[src/rtl/lec_pkg.sv]
package lec_pkg;
  localparam int NCH = 4;
  localparam int AW  = 5;
  localparam int DW  = 8;

  // channel order: CRC, BPV, FAS, E-bit
  localparam logic [AW-1:0] LO_ADDR [NCH] = '{5'h00, 5'h02, 5'h04, 5'h06};
  localparam logic [AW-1:0] HI_ADDR [NCH] = '{5'h01, 5'h03, 5'h04, 5'h07};
  localparam int            ST_BIT  [NCH] = '{6, 3, 1, 0};

  localparam logic [AW-1:0] A_SGL_MSK = 5'h10;
  localparam logic [AW-1:0] A_OVF_MSK = 5'h11;
  localparam logic [AW-1:0] A_SGL_ST  = 5'h12;
  localparam logic [AW-1:0] A_OVF_ST  = 5'h13;
endpackage

[src/rtl/lec_counter.sv]
module lec_counter #(
  parameter int WIDTH = 16
) (
  input  logic             clk_i,
  input  logic             rst_ni,
  input  logic             event_i,
  input  logic             load_i,
  input  logic [WIDTH-1:0] load_val_i,
  output logic [WIDTH-1:0] count_o,
  output logic             step_o,
  output logic             wrap_o
);
  logic [WIDTH-1:0] cnt_q;

  // a load takes priority and swallows a coincident event
  assign step_o  = event_i & ~load_i;
  assign wrap_o  = step_o & (&cnt_q);
  assign count_o = cnt_q;

  always_ff @(posedge clk_i or negedge rst_ni) begin
    if (!rst_ni)     cnt_q <= '0;
    else if (load_i) cnt_q <= load_val_i;
    else if (event_i) cnt_q <= cnt_q + 1'b1;
  end
endmodule

[src/rtl/lec_irq_regs.sv]
module lec_irq_regs
  import lec_pkg::*;
(
  input  logic          clk_i,
  input  logic          rst_ni,
  input  logic          wr_i,
  input  logic          rd_i,
  input  logic [AW-1:0] addr_i,
  input  logic [DW-1:0] wdata_i,
  input  logic [NCH-1:0] step_i,
  input  logic [NCH-1:0] wrap_i,
  output logic [DW-1:0] sgl_st_o,
  output logic [DW-1:0] ovf_st_o,
  output logic [DW-1:0] sgl_msk_o,
  output logic [DW-1:0] ovf_msk_o,
  output logic          irq_o
);
  logic [DW-1:0] sgl_set, ovf_set;
  logic [DW-1:0] sgl_st_q, ovf_st_q, sgl_msk_q, ovf_msk_q;
  logic          sgl_clr, ovf_clr;

  always_comb begin
    sgl_set = '0;
    ovf_set = '0;
    for (int ch = 0; ch < NCH; ch++) begin
      sgl_set[ST_BIT[ch]] = sgl_set[ST_BIT[ch]] | step_i[ch];
      ovf_set[ST_BIT[ch]] = ovf_set[ST_BIT[ch]] | wrap_i[ch];
    end
  end

  assign sgl_clr = rd_i && (addr_i == A_SGL_ST);
  assign ovf_clr = rd_i && (addr_i == A_OVF_ST);

  always_ff @(posedge clk_i or negedge rst_ni) begin
    if (!rst_ni) begin
      sgl_st_q  <= '0;
      ovf_st_q  <= '0;
      sgl_msk_q <= '0;
      ovf_msk_q <= '0;
    end else begin
      // new events survive a clearing read
      sgl_st_q <= (sgl_clr ? '0 : sgl_st_q) | sgl_set;
      ovf_st_q <= (ovf_clr ? '0 : ovf_st_q) | ovf_set;
      if (wr_i && addr_i == A_SGL_MSK) sgl_msk_q <= wdata_i;
      if (wr_i && addr_i == A_OVF_MSK) ovf_msk_q <= wdata_i;
    end
  end

  assign sgl_st_o  = sgl_st_q;
  assign ovf_st_o  = ovf_st_q;
  assign sgl_msk_o = sgl_msk_q;
  assign ovf_msk_o = ovf_msk_q;
  assign irq_o     = |(sgl_st_q & sgl_msk_q) | |(ovf_st_q & ovf_msk_q);
endmodule

[src/rtl/line_err_cnt_bank.sv]
module line_err_cnt_bank
  import lec_pkg::*;
#(
  parameter int CRC_W  = 16,
  parameter int BPV_W  = 16,
  parameter int FAS_W  = 8,
  parameter int EBIT_W = 10
) (
  input  logic          clk_i,
  input  logic          rst_ni,
  input  logic          crc_err_i,
  input  logic          bpv_err_i,
  input  logic          fas_err_i,
  input  logic          ebit_err_i,
  input  logic [AW-1:0] addr_i,
  input  logic [DW-1:0] wdata_i,
  input  logic          wr_i,
  input  logic          rd_i,
  output logic [DW-1:0] rdata_o,
  output logic          irq_o
);
  localparam int CW = 2 * DW;
  localparam int CH_W [NCH] = '{CRC_W, BPV_W, FAS_W, EBIT_W};

  logic [NCH-1:0] ev, ld, step, wrap;
  logic [CW-1:0]  cnt_pad [NCH];
  logic [DW-1:0]  stage_q, hold_q, hold_d, rdata_q, rd_val;
  logic [DW-1:0]  sgl_st, ovf_st, sgl_msk, ovf_msk;
  logic           stage_we;

  assign ev = {ebit_err_i, fas_err_i, bpv_err_i, crc_err_i};

  for (genvar g = 0; g < NCH; g++) begin : g_ch
    localparam int W = CH_W[g];
    logic [W-1:0] lval, cnt;

    if (W > DW) begin : g_two
      assign lval = {wdata_i[W-DW-1:0], stage_q};
    end else begin : g_one
      assign lval = wdata_i[W-1:0];
    end

    assign ld[g] = wr_i && (addr_i == HI_ADDR[g]);

    lec_counter #(.WIDTH(W)) u_cnt (
      .clk_i      (clk_i),
      .rst_ni     (rst_ni),
      .event_i    (ev[g]),
      .load_i     (ld[g]),
      .load_val_i (lval),
      .count_o    (cnt),
      .step_o     (step[g]),
      .wrap_o     (wrap[g])
    );

    assign cnt_pad[g] = CW'(cnt);
  end

  always_comb begin
    stage_we = 1'b0;
    for (int ch = 0; ch < NCH; ch++)
      if (CH_W[ch] > DW && addr_i == LO_ADDR[ch]) stage_we = wr_i;
  end

  always_comb begin
    rd_val = '0;
    hold_d = hold_q;
    for (int ch = 0; ch < NCH; ch++) begin
      if (addr_i == LO_ADDR[ch]) begin
        rd_val = cnt_pad[ch][DW-1:0];
        if (CH_W[ch] > DW) hold_d = cnt_pad[ch][CW-1:DW];
      end
      if (CH_W[ch] > DW && addr_i == HI_ADDR[ch]) rd_val = hold_q;
    end
    case (addr_i)
      A_SGL_MSK: rd_val = sgl_msk;
      A_OVF_MSK: rd_val = ovf_msk;
      A_SGL_ST:  rd_val = sgl_st;
      A_OVF_ST:  rd_val = ovf_st;
      default: ;
    endcase
  end

  always_ff @(posedge clk_i or negedge rst_ni) begin
    if (!rst_ni) begin
      stage_q <= '0;
      hold_q  <= '0;
      rdata_q <= '0;
    end else begin
      if (stage_we) stage_q <= wdata_i;
      if (rd_i) begin
        rdata_q <= rd_val;
        hold_q  <= hold_d;
      end
    end
  end

  lec_irq_regs u_irq (
    .clk_i     (clk_i),
    .rst_ni    (rst_ni),
    .wr_i      (wr_i),
    .rd_i      (rd_i),
    .addr_i    (addr_i),
    .wdata_i   (wdata_i),
    .step_i    (step),
    .wrap_i    (wrap),
    .sgl_st_o  (sgl_st),
    .ovf_st_o  (ovf_st),
    .sgl_msk_o (sgl_msk),
    .ovf_msk_o (ovf_msk),
    .irq_o     (irq_o)
  );

  assign rdata_o = rdata_q;
endmodule

[config.mk]
export PLATFORM = sky130hd
export DESIGN_NAME = line_err_cnt_bank
export DESIGN_NICKNAME = d
export VERILOG_FILES = /design/src/rtl/lec_pkg.sv /design/src/rtl/lec_counter.sv /design/src/rtl/lec_irq_regs.sv /design/src/rtl/line_err_cnt_bank.sv
export SDC_FILE = /design/constraint.sdc
export NUM_CORES = 1
export LEC_CHECK = 0
export ABC_AREA = 0
export CELL_PAD_IN_SITES_DETAIL_PLACEMENT = 0
export CELL_PAD_IN_SITES_GLOBAL_PLACEMENT = 1
export CORE_ASPECT_RATIO = 1.1
export CORE_MARGIN = 5
export CORE_UTILIZATION = 45
export DETAILED_ROUTE_END_ITERATION = 10
export PLACE_DENSITY_LB_ADDON = 0.12
export SLEW_MARGIN = 15
export SYNTH_ARGS = -nofsm -noshare
export SYNTH_HDL_FRONTEND = slang
export SYNTH_SLANG_ARGS = --single-unit
[constraint.sdc]
create_clock -name clk_i -period 2 [get_ports clk_i]
set_clock_uncertainty 0.15 [all_clocks]
set_input_delay 0.4 -clock clk_i [delete_from_list [all_inputs] [get_ports clk_i]]
set_output_delay 0.4 -clock clk_i [all_outputs]
set_load 0.01 [all_outputs]
==> results.toml, run 1 <==
[clock_network]
clock_tree_from_tritoncts = "built"
cts.path.max_buffers = 2
clk_transition_reported_paths_ns = 0.07
cts-htree-levels = 3
tritoncts.num_buffers = 9
clockRootBuffer = "sky130_fd_sc_hd__clkbuf_16"
tritoncts_num_sinks = 98
worstSkewPairLatency_ns = 0.35

[finish]
diodes = 0
fill_cells = 1082
nets = 662
syn2layout_area_growth_pct = 24.7
final_cell_area_mm2 = 0.00673
multi_input_area_mm2 = 0.00282
area.sequential_mm2 = 0.00245
drive_above_1_share_pct = 20.2

[sta]
timing.final.crit_share_pct = 96.7
timing.slew.headroom_pct = 63.5
final_hold_viol_count = 0
final-max-slew-violation-count = 0
fmaxAchievable_ghz = 0.517
timing_worst_slew_pin_value_ns = 0.541
final_period_minus_worst_setup_slack_ns = 1.93
setup_viol = 0
rsz0062_at_grt = "no"
fin_tns_setup_ns = 0

[synth]
syn-cell-area_mm2 = 0.00540
combinational_family_with_the_most_area_after_synthesis = "simple AND/OR/NAND/NOR gates"
synth_simple_gate_area_share_pct = 17.8
yosys_warnings = 0
netlist_instances = 555
asyncSetResetFlopFracSynth_pct = 100
synth_compound_area_share_pct = 13.5
synthAdderAreaFrac_pct = 0.927
synth_sequential_area_ratio_pct = 45.4
synth-main-ff-cell = "sky130_fd_sc_hd__dfrtp_1"
synthesized_area_fraction_occupied_by_xor_and_xnor_cells_pct = 6.00
avgSynthCellArea_um2 = 9.73
mappedNetlistNets = 580
synth_cell_types = 53
synth.ff_latch_count = 98
synth_mux_area_share_pct = 13.5
synth_edf_count = 0

[global_route]
grt_max_degree = 36
globalRoute.totalOverflow = 0
grt_pass1_wl_um = 25200
vias_in_the_first_global_route = 4519
groute.usage.overall_pct = 23.0
initial_antenna_violation_count = 0

[critical_path]
worst_path_largest_cell_delay_ns = 0.65
arrival_time_at_the_worst_endpoint_ns = 2.02
timing.critical_path.required_ns = 2.09
worstSetupStartpointType = "input port"
criticalPathCategory = "input port to flop"
path_max_fanout = 25
worstPathCellList = "clkdlybuf4s50_1 -> buf_12 -> or4b_4 -> mux2_4"
crit_path_end_kind = "flop"
slowest_stage = "sky130_fd_sc_hd__or4b_4"

[floorplan]
dieHeight_um = 125
start_util_pct = 45.5
row_count = 42
fp.coreArea_mm2 = 0.0119
io_pins = 30
dieArea_mm2 = 0.0143
die_w_um = 114

[placement]
postPlaceCellArea_mm2 = 0.00637
gpl.final_weighted_congestion = 0.848
estimated_wirelength_of_the_detail_placed_design_um = 11600
buffers_on_ports = 29

[routing]
detailedRoute.firstPassIterationCount = 4
antenna_violating_nets_post_route = 0
viasPerCell = 5.66
drc_errors = 0
drt-total-wl_um = 15500
via_count = 4509
detail_route.iter0.violations = 351
detail_route.wl_per_cell_um = 19.5

[hold_path]
worstHoldPathType = "flop to flop"

[pwr]
p_per_area_mw_per_mm2 = 1020
total_leakage_power_uw = 0.00284
max-vdd-ir-drop_uv = 535

[job]
max_cap_viol_count = 0

[outcome]
run_status = "finished, final reports clean"
-- power breakdown --
part / internal [µW] / switching (µW) / total [µW]
Combinational: 929 / 872 / 1800
Sequential: 2520 / 637 / 3150
Clock: 1130 / 758 / 1880
-- final timing paths --
kind	cells past startpoint	slack (ns)	start	to
max	4	0.07	addr_i[1]	u_irq.sgl_msk_o[5]$_DFFE_PN0P_
min	2	0.36	hold_q[5]$_DFFE_PN0P_	hold_q[5]$_DFFE_PN0P_
max reg2reg	6	0.12	g_ch[1].u_cnt.count_o[0]$_DFFE_PN0P_	g_ch[1].u_cnt.count_o[14]$_DFFE_PN0P_
min reg2reg	2	0.36	hold_q[5]$_DFFE_PN0P_	hold_q[5]$_DFFE_PN0P_
max in group asynchronous	3	0.68	rst_ni	g_ch[1].u_cnt.count_o[10]$_DFFE_PN0P_
min in group asynchronous	2	0.37	rst_ni	g_ch[2].u_cnt.count_o[2]$_DFFE_PN0P_
-- synthesized netlist by cell type (3+ instances only) --
cell type | count | area [µm²]
sky130_fd_sc_hd__dfrtp_1 | 98 | 2450
sky130_fd_sc_hd__nand2_1 | 92 | 345
sky130_fd_sc_hd__o21ai_0 | 67 | 335
sky130_fd_sc_hd__mux2i_1 | 28 | 280
sky130_fd_sc_hd__xnor2_1 | 25 | 219
sky130_fd_sc_hd__mux2_2 | 21 | 236
sky130_fd_sc_hd__clkbuf_1 | 19 | 71.3
sky130_fd_sc_hd__nor2_1 | 19 | 71.3
sky130_fd_sc_hd__a21oi_1 | 18 | 90.1
sky130_fd_sc_hd__nand4_1 | 14 | 87.6
sky130_fd_sc_hd__nand3_1 | 13 | 65.1
sky130_fd_sc_hd__xor2_1 | 12 | 105
sky130_fd_sc_hd__and3_1 | 9 | 56.3
sky130_fd_sc_hd__inv_1 | 9 | 33.8
sky130_fd_sc_hd__nor3_1 | 9 | 45.0
sky130_fd_sc_hd__mux2_4 | 8 | 120
sky130_fd_sc_hd__nor4_1 | 7 | 43.8
sky130_fd_sc_hd__nand2b_1 | 6 | 37.5
sky130_fd_sc_hd__a221oi_1 | 5 | 43.8
sky130_fd_sc_hd__a31oi_1 | 5 | 31.3
sky130_fd_sc_hd__buf_2 | 5 | 25.0
sky130_fd_sc_hd__a21boi_0 | 4 | 30.0
sky130_fd_sc_hd__a22o_1 | 4 | 35.0
sky130_fd_sc_hd__a22oi_1 | 4 | 30.0
sky130_fd_sc_hd__ha_1 | 4 | 50.1
sky130_fd_sc_hd__mux4_2 | 4 | 90.1
sky130_fd_sc_hd__a211oi_1 | 3 | 22.5
sky130_fd_sc_hd__and2_1 | 3 | 18.8
sky130_fd_sc_hd__and4_1 | 3 | 26.3
sky130_fd_sc_hd__nor2b_1 | 3 | 18.8
sky130_fd_sc_hd__o22ai_1 | 3 | 18.8
sky130_fd_sc_hd__o311ai_0 | 3 | 26.3
-- cells in the final DEF (no fill, tap or decap), drive strengths merged, types with 6 or more instances in the layout --
cell and instances:
nor3 9, mux2i 28, and3 10, inv 9, clkdlybuf4s50 24, mux2 29, xnor2 25, xor2 12
nand2 92, nand2b 6, buf 70, nand4 14, nor4 7, o21ai 67, clkbuf 11, dfrtp 98
nand3 13, nor2 19, a21oi 18
-- flip-flops by register name, indices dropped and copies added, names as in the netlist --
signal / flops
u_irq.ovf_msk_o: 8
u_irq.sgl_st_o: 4
rdata_o: 8
u_irq.ovf_st_o: 4
hold_q: 8
u_irq.sgl_msk_o: 8
g_ch.u_cnt.count_o: 50
stage_q: 8
-- per-stage QoR --
stage / hold slack (ns) / util, % / setup WS [ns] / total power [µW] / std cells
global placement: 0.204 / 53.6 / -0.452 / 4890 / 777
finish: 0.355 / 56.7 / 0.0662 / 6840 / 796
CTS: 0.362 / 56.3 / 0.0430 / 6870 / 794
global route: 0.376 / 56.7 / 0.00244 / 7260 / 796
detailed placement: 0.208 / 53.6 / -0.487 / 4970 / 777
floorplan: -0.0456 / - / -0.106 / 4140 / 555
-- cell type report --
class | instances | share of cell area, %
Clock inverter | 5 | 1.15
Sequential cell | 98 | 36.4
Clock buffer | 11 | 3.61
Timing Repair Buffer | 99 | 13.6
Multi-Input combinational cell | 420 | 41.9
Tap cell | 154 | 2.86
Inverter | 9 | 0.502
-- routing by layer --
metal  vias up  track usage (%)  part of all wire [%]  wire length [µm]
li1       2158                -                     -                 -
met1      2235             30.9                    45              6930
met2        97             37.1                    49              7620
met3        19             3.60                   4.1               638
met4         0             8.53                   2.1               329
met5         -                0                     0                 0
-- worst max-delay path: cells and delay by family --
family	cells	cell delay, ns
buf+inv	2	0.63
mux	1	0.34
simple gates	1	0.65
-- cell families (layout without fill, tap and decap cells) --
group | after synthesis | count (layout)
AOI/OAI and AO/OA | 124 | 124
xor gates and xnor gates | 37 | 37
adders and majority gates | 4 | 4
buffers and inverters | 37 | 124
DFF | 98 | 98
muxes | 61 | 61
and+or+nand+nor | 194 | 194
-- timing repair --
action                     in CTS  in global routing
setup endpoints to repair      17                  6
gates resized for setup         4                  6
setup buffers                   0                  2
hold endpoints to repair       27                  0
gates cloned                    0                  0
hold buffers                    1                  0
pin swaps                       2                  0
Note: power is estimated with default switching activity, not from simulation.
==> run 2, diff against run 1 <==
- CORE_UTILIZATION: 45 -> 33
==> results.toml, run 2 (same netlist as run 1, synthesis figures left out) <==
[outcome]
run_status = "finished, final reports clean"

[critical_path]
worstPathCellList = "dlygate4sd2_1 -> or3b_4 -> or4b_4 -> mux2_4"
crit_buf_inv = 1
timing.critical_path.required_ns = 2.09
critical_path.reg2reg.endpoint = "g_ch[1].u_cnt.count_o[14]$_DFFE_PN0P_"
arrival_time_at_the_worst_endpoint_ns = 2.02
criticalPathCategory = "input port to flop"
worstReg2RegStart = "g_ch[1].u_cnt.count_o[1]$_DFFE_PN0P_"
ff2ff_setup_slack_ns = 0.11
worst_path_largest_cell_delay_ns = 0.64
worstSetupStartpointType = "input port"
worst-r2r-cell-count = 6
path_max_fanout = 8
crit_family = "simple AND/OR/NAND/NOR gates"
crit_path_end_kind = "flop"
slowest_stage = "sky130_fd_sc_hd__or4b_4"

[pwr]
seq_power_share_pct = 45.1
p_sw_uw = 2320
p_comb_share_pct = 27.3
max-vdd-ir-drop_uv = 390
total_leakage_power_uw = 0.00288
share_clk_of_total_power_pct = 27.6
power_switching_share_pct = 33.3
p_per_area_mw_per_mm2 = 1010
cellInternalPower_uw = 4650

[finish]
number_of_flip_flops_in_the_largest_register = 50
fill_cells = 1600
finish.cell_count_without_fillers = 856
drive_above_1_share_pct = 21.6
most_common_library_cell_in_the_layout_ignoring_fill_and_taps = "sky130_fd_sc_hd__dfrtp_1"
nets = 672
diodes = 0
final_cell_area_mm2 = 0.00688
final_cell_mix = "sky130_fd_sc_hd__dfrtp_1 (97), sky130_fd_sc_hd__nand2_1 (92), sky130_fd_sc_hd__buf_4 (71), sky130_fd_sc_hd__o21ai_0 (67), sky130_fd_sc_hd__mux2i_1 (27)"
syn2layout_area_growth_pct = 27.5

[sta]
final-max-slew-violation-count = 0
fin_tns_setup_ns = 0
timing_worst_slew_pin_value_ns = 0.574
final_period_minus_worst_setup_slack_ns = 1.93
rsz0062_at_grt = "no"
fmaxAchievable_ghz = 0.517
setup_viol = 0
setup_ws_ns = 0.0658
timing.slew.headroom_pct = 61.7
final_hold_viol_count = 0
timing.final.crit_share_pct = 96.7

[global_route]
vias_in_the_first_global_route = 4519
grtUsageMet2_pct = 29.6
grt_pass1_wl_um = 26800
groute.usage.overall_pct = 18.3
grt_max_degree = 41
grtUsageMet3_pct = 2.92
initial_antenna_violation_count = 0
grt.met1_usage_pct = 25.1
grt.busiest_layer = "met2"
globalRoute.totalOverflow = 0

[floorplan]
row_count = 49
die_w_um = 132
dieArea_mm2 = 0.0190
fp.coreArea_mm2 = 0.0162
io_pins = 30
dieHeight_um = 144
start_util_pct = 33.2

[clock_network]
cts.path.max_buffers = 2
tritoncts_num_sinks = 98
cts-htree-levels = 3
worstSkewPairLatency_ns = 0.36
clk_transition_reported_paths_ns = 0.07
clock_tree_from_tritoncts = "built"
tritoncts.num_buffers = 9
clockRootBuffer = "sky130_fd_sc_hd__clkbuf_16"

[routing]
detail_route.wl_per_cell_um = 19.7
detail_route.iter0.violations = 355
drt-total-wl_um = 16900
via_count = 4513
detailedRoute.firstPassIterationCount = 5
viasPerCell = 5.27
antenna_violating_nets_post_route = 0
drc_errors = 0

[placement]
post-place-ws_ns = -0.491
gpl.final_weighted_congestion = 0.849
dp_cells = 839
postPlaceCellArea_mm2 = 0.00653
buffers_on_ports = 29
estimated_wirelength_of_the_detail_placed_design_um = 12900

[job]
max_cap_viol_count = 0

[hold_path]
min_path_cells = 2
sink_of_the_worst_hold_path = "rdata_o[5]$_DFFE_PN0P_"
worst_hold_startpoint = "rdata_o[5]$_DFFE_PN0P_"
worstHoldPathType = "flop to flop"
[run 2: cell types whose count changed in the layout (fill, tap and decap cells not counted), sizes merged]
cell           before  now
clkinv              2    1
buf                70   80
clkdlybuf4s15       1    0
clkbuf             11   12
inv                 9   10
dlygate4sd2         3    4
clkinvlp            1    0
[run 2: worst register-to-register path: stages, from the launching register on]
cell                      delay, ns
sky130_fd_sc_hd__dfrtp_1       0.36
sky130_fd_sc_hd__ha_1          0.20
sky130_fd_sc_hd__nand3_1       0.14
sky130_fd_sc_hd__nor4_1        0.38
sky130_fd_sc_hd__buf_4         0.21
sky130_fd_sc_hd__a21oi_1       0.07
sky130_fd_sc_hd__o31a_1        0.28
[run 2: per-stage QoR]
stage          hold slack [ns]  total power [µW]  utilization, %
2_1_floorplan          -0.0456              4140               -
3_3_place_gp             0.277              5030            40.2
3_5_place_dp             0.283              5090            40.2
4_1_cts                  0.362              7040            42.2
5_1_grt                  0.369              7400            42.4
6_report                 0.359              6970            42.4
[run 2: cell type report]
| type | count | area [µm²] | area share, % |
|---|---|---|---|
| Multi-Input combinational cell | 420 | 2820 | 41.0 |
| Sequential cell | 98 | 2450 | 35.6 |
| Timing Repair Buffer | 109 | 998 | 14.5 |
| Tap cell | 204 | 255 | 3.71 |
| Clock buffer | 12 | 246 | 3.58 |
| Clock inverter | 4 | 73.8 | 1.07 |
| Inverter | 9 | 33.8 | 0.491 |
[run 2: worst max-delay path by stage]
stage / from / end / slack (ns) / cells past startpoint
6_report: addr_i[3] / u_irq.sgl_msk_o[2]$_DFFE_PN0P_ / 0.07 / 4
4_1_cts: u_irq.ovf_st_o[0]$_DFF_PN0_ / irq_o / 0.02 / 3
5_1_grt: addr_i[1] / hold_q[0]$_DFFE_PN0P_ / 0.003 / 8
2_1_floorplan: addr_i[2] / u_irq.sgl_msk_o[0]$_DFFE_PN0P_ / -0.11 / 5
3_3_place_gp: addr_i[4] / u_irq.sgl_msk_o[2]$_DFFE_PN0P_ / -0.46 / 4
3_5_place_dp: addr_i[4] / u_irq.sgl_msk_o[3]$_DFFE_PN0P_ / -0.49 / 4
[run 2: power groups by stage]
stage          clock (µW)  sequential (µW)  combinational (µW)
6_report             1920             3140                1900
2_1_floorplan           0             2990                1150
4_1_cts              1980             3140                1920
3_5_place_dp            0             3180                1910
5_1_grt              2040             3240                2130
3_3_place_gp            0             3170                1870
[run 2: metal layers]
layer  vias to the layer above  part of all wire (%)
met5                         -                     0
met3                        23                   2.8
met2                        72                    47
li1                       2184                     -
met4                         0                   2.6
met1                      2234                    47
[run 2: repair_timing]
| item | 4_1_cts | 5_1_grt |
|---|---|---|
| buffers inserted | 0 | 0 |
| hold endpoints to repair | 37 | 0 |
| hold buffers | 1 | 0 |
| pin swaps | 2 | 1 |
| endpoints found under the setup margin | 17 | 11 |
| gates resized for setup | 5 | 5 |
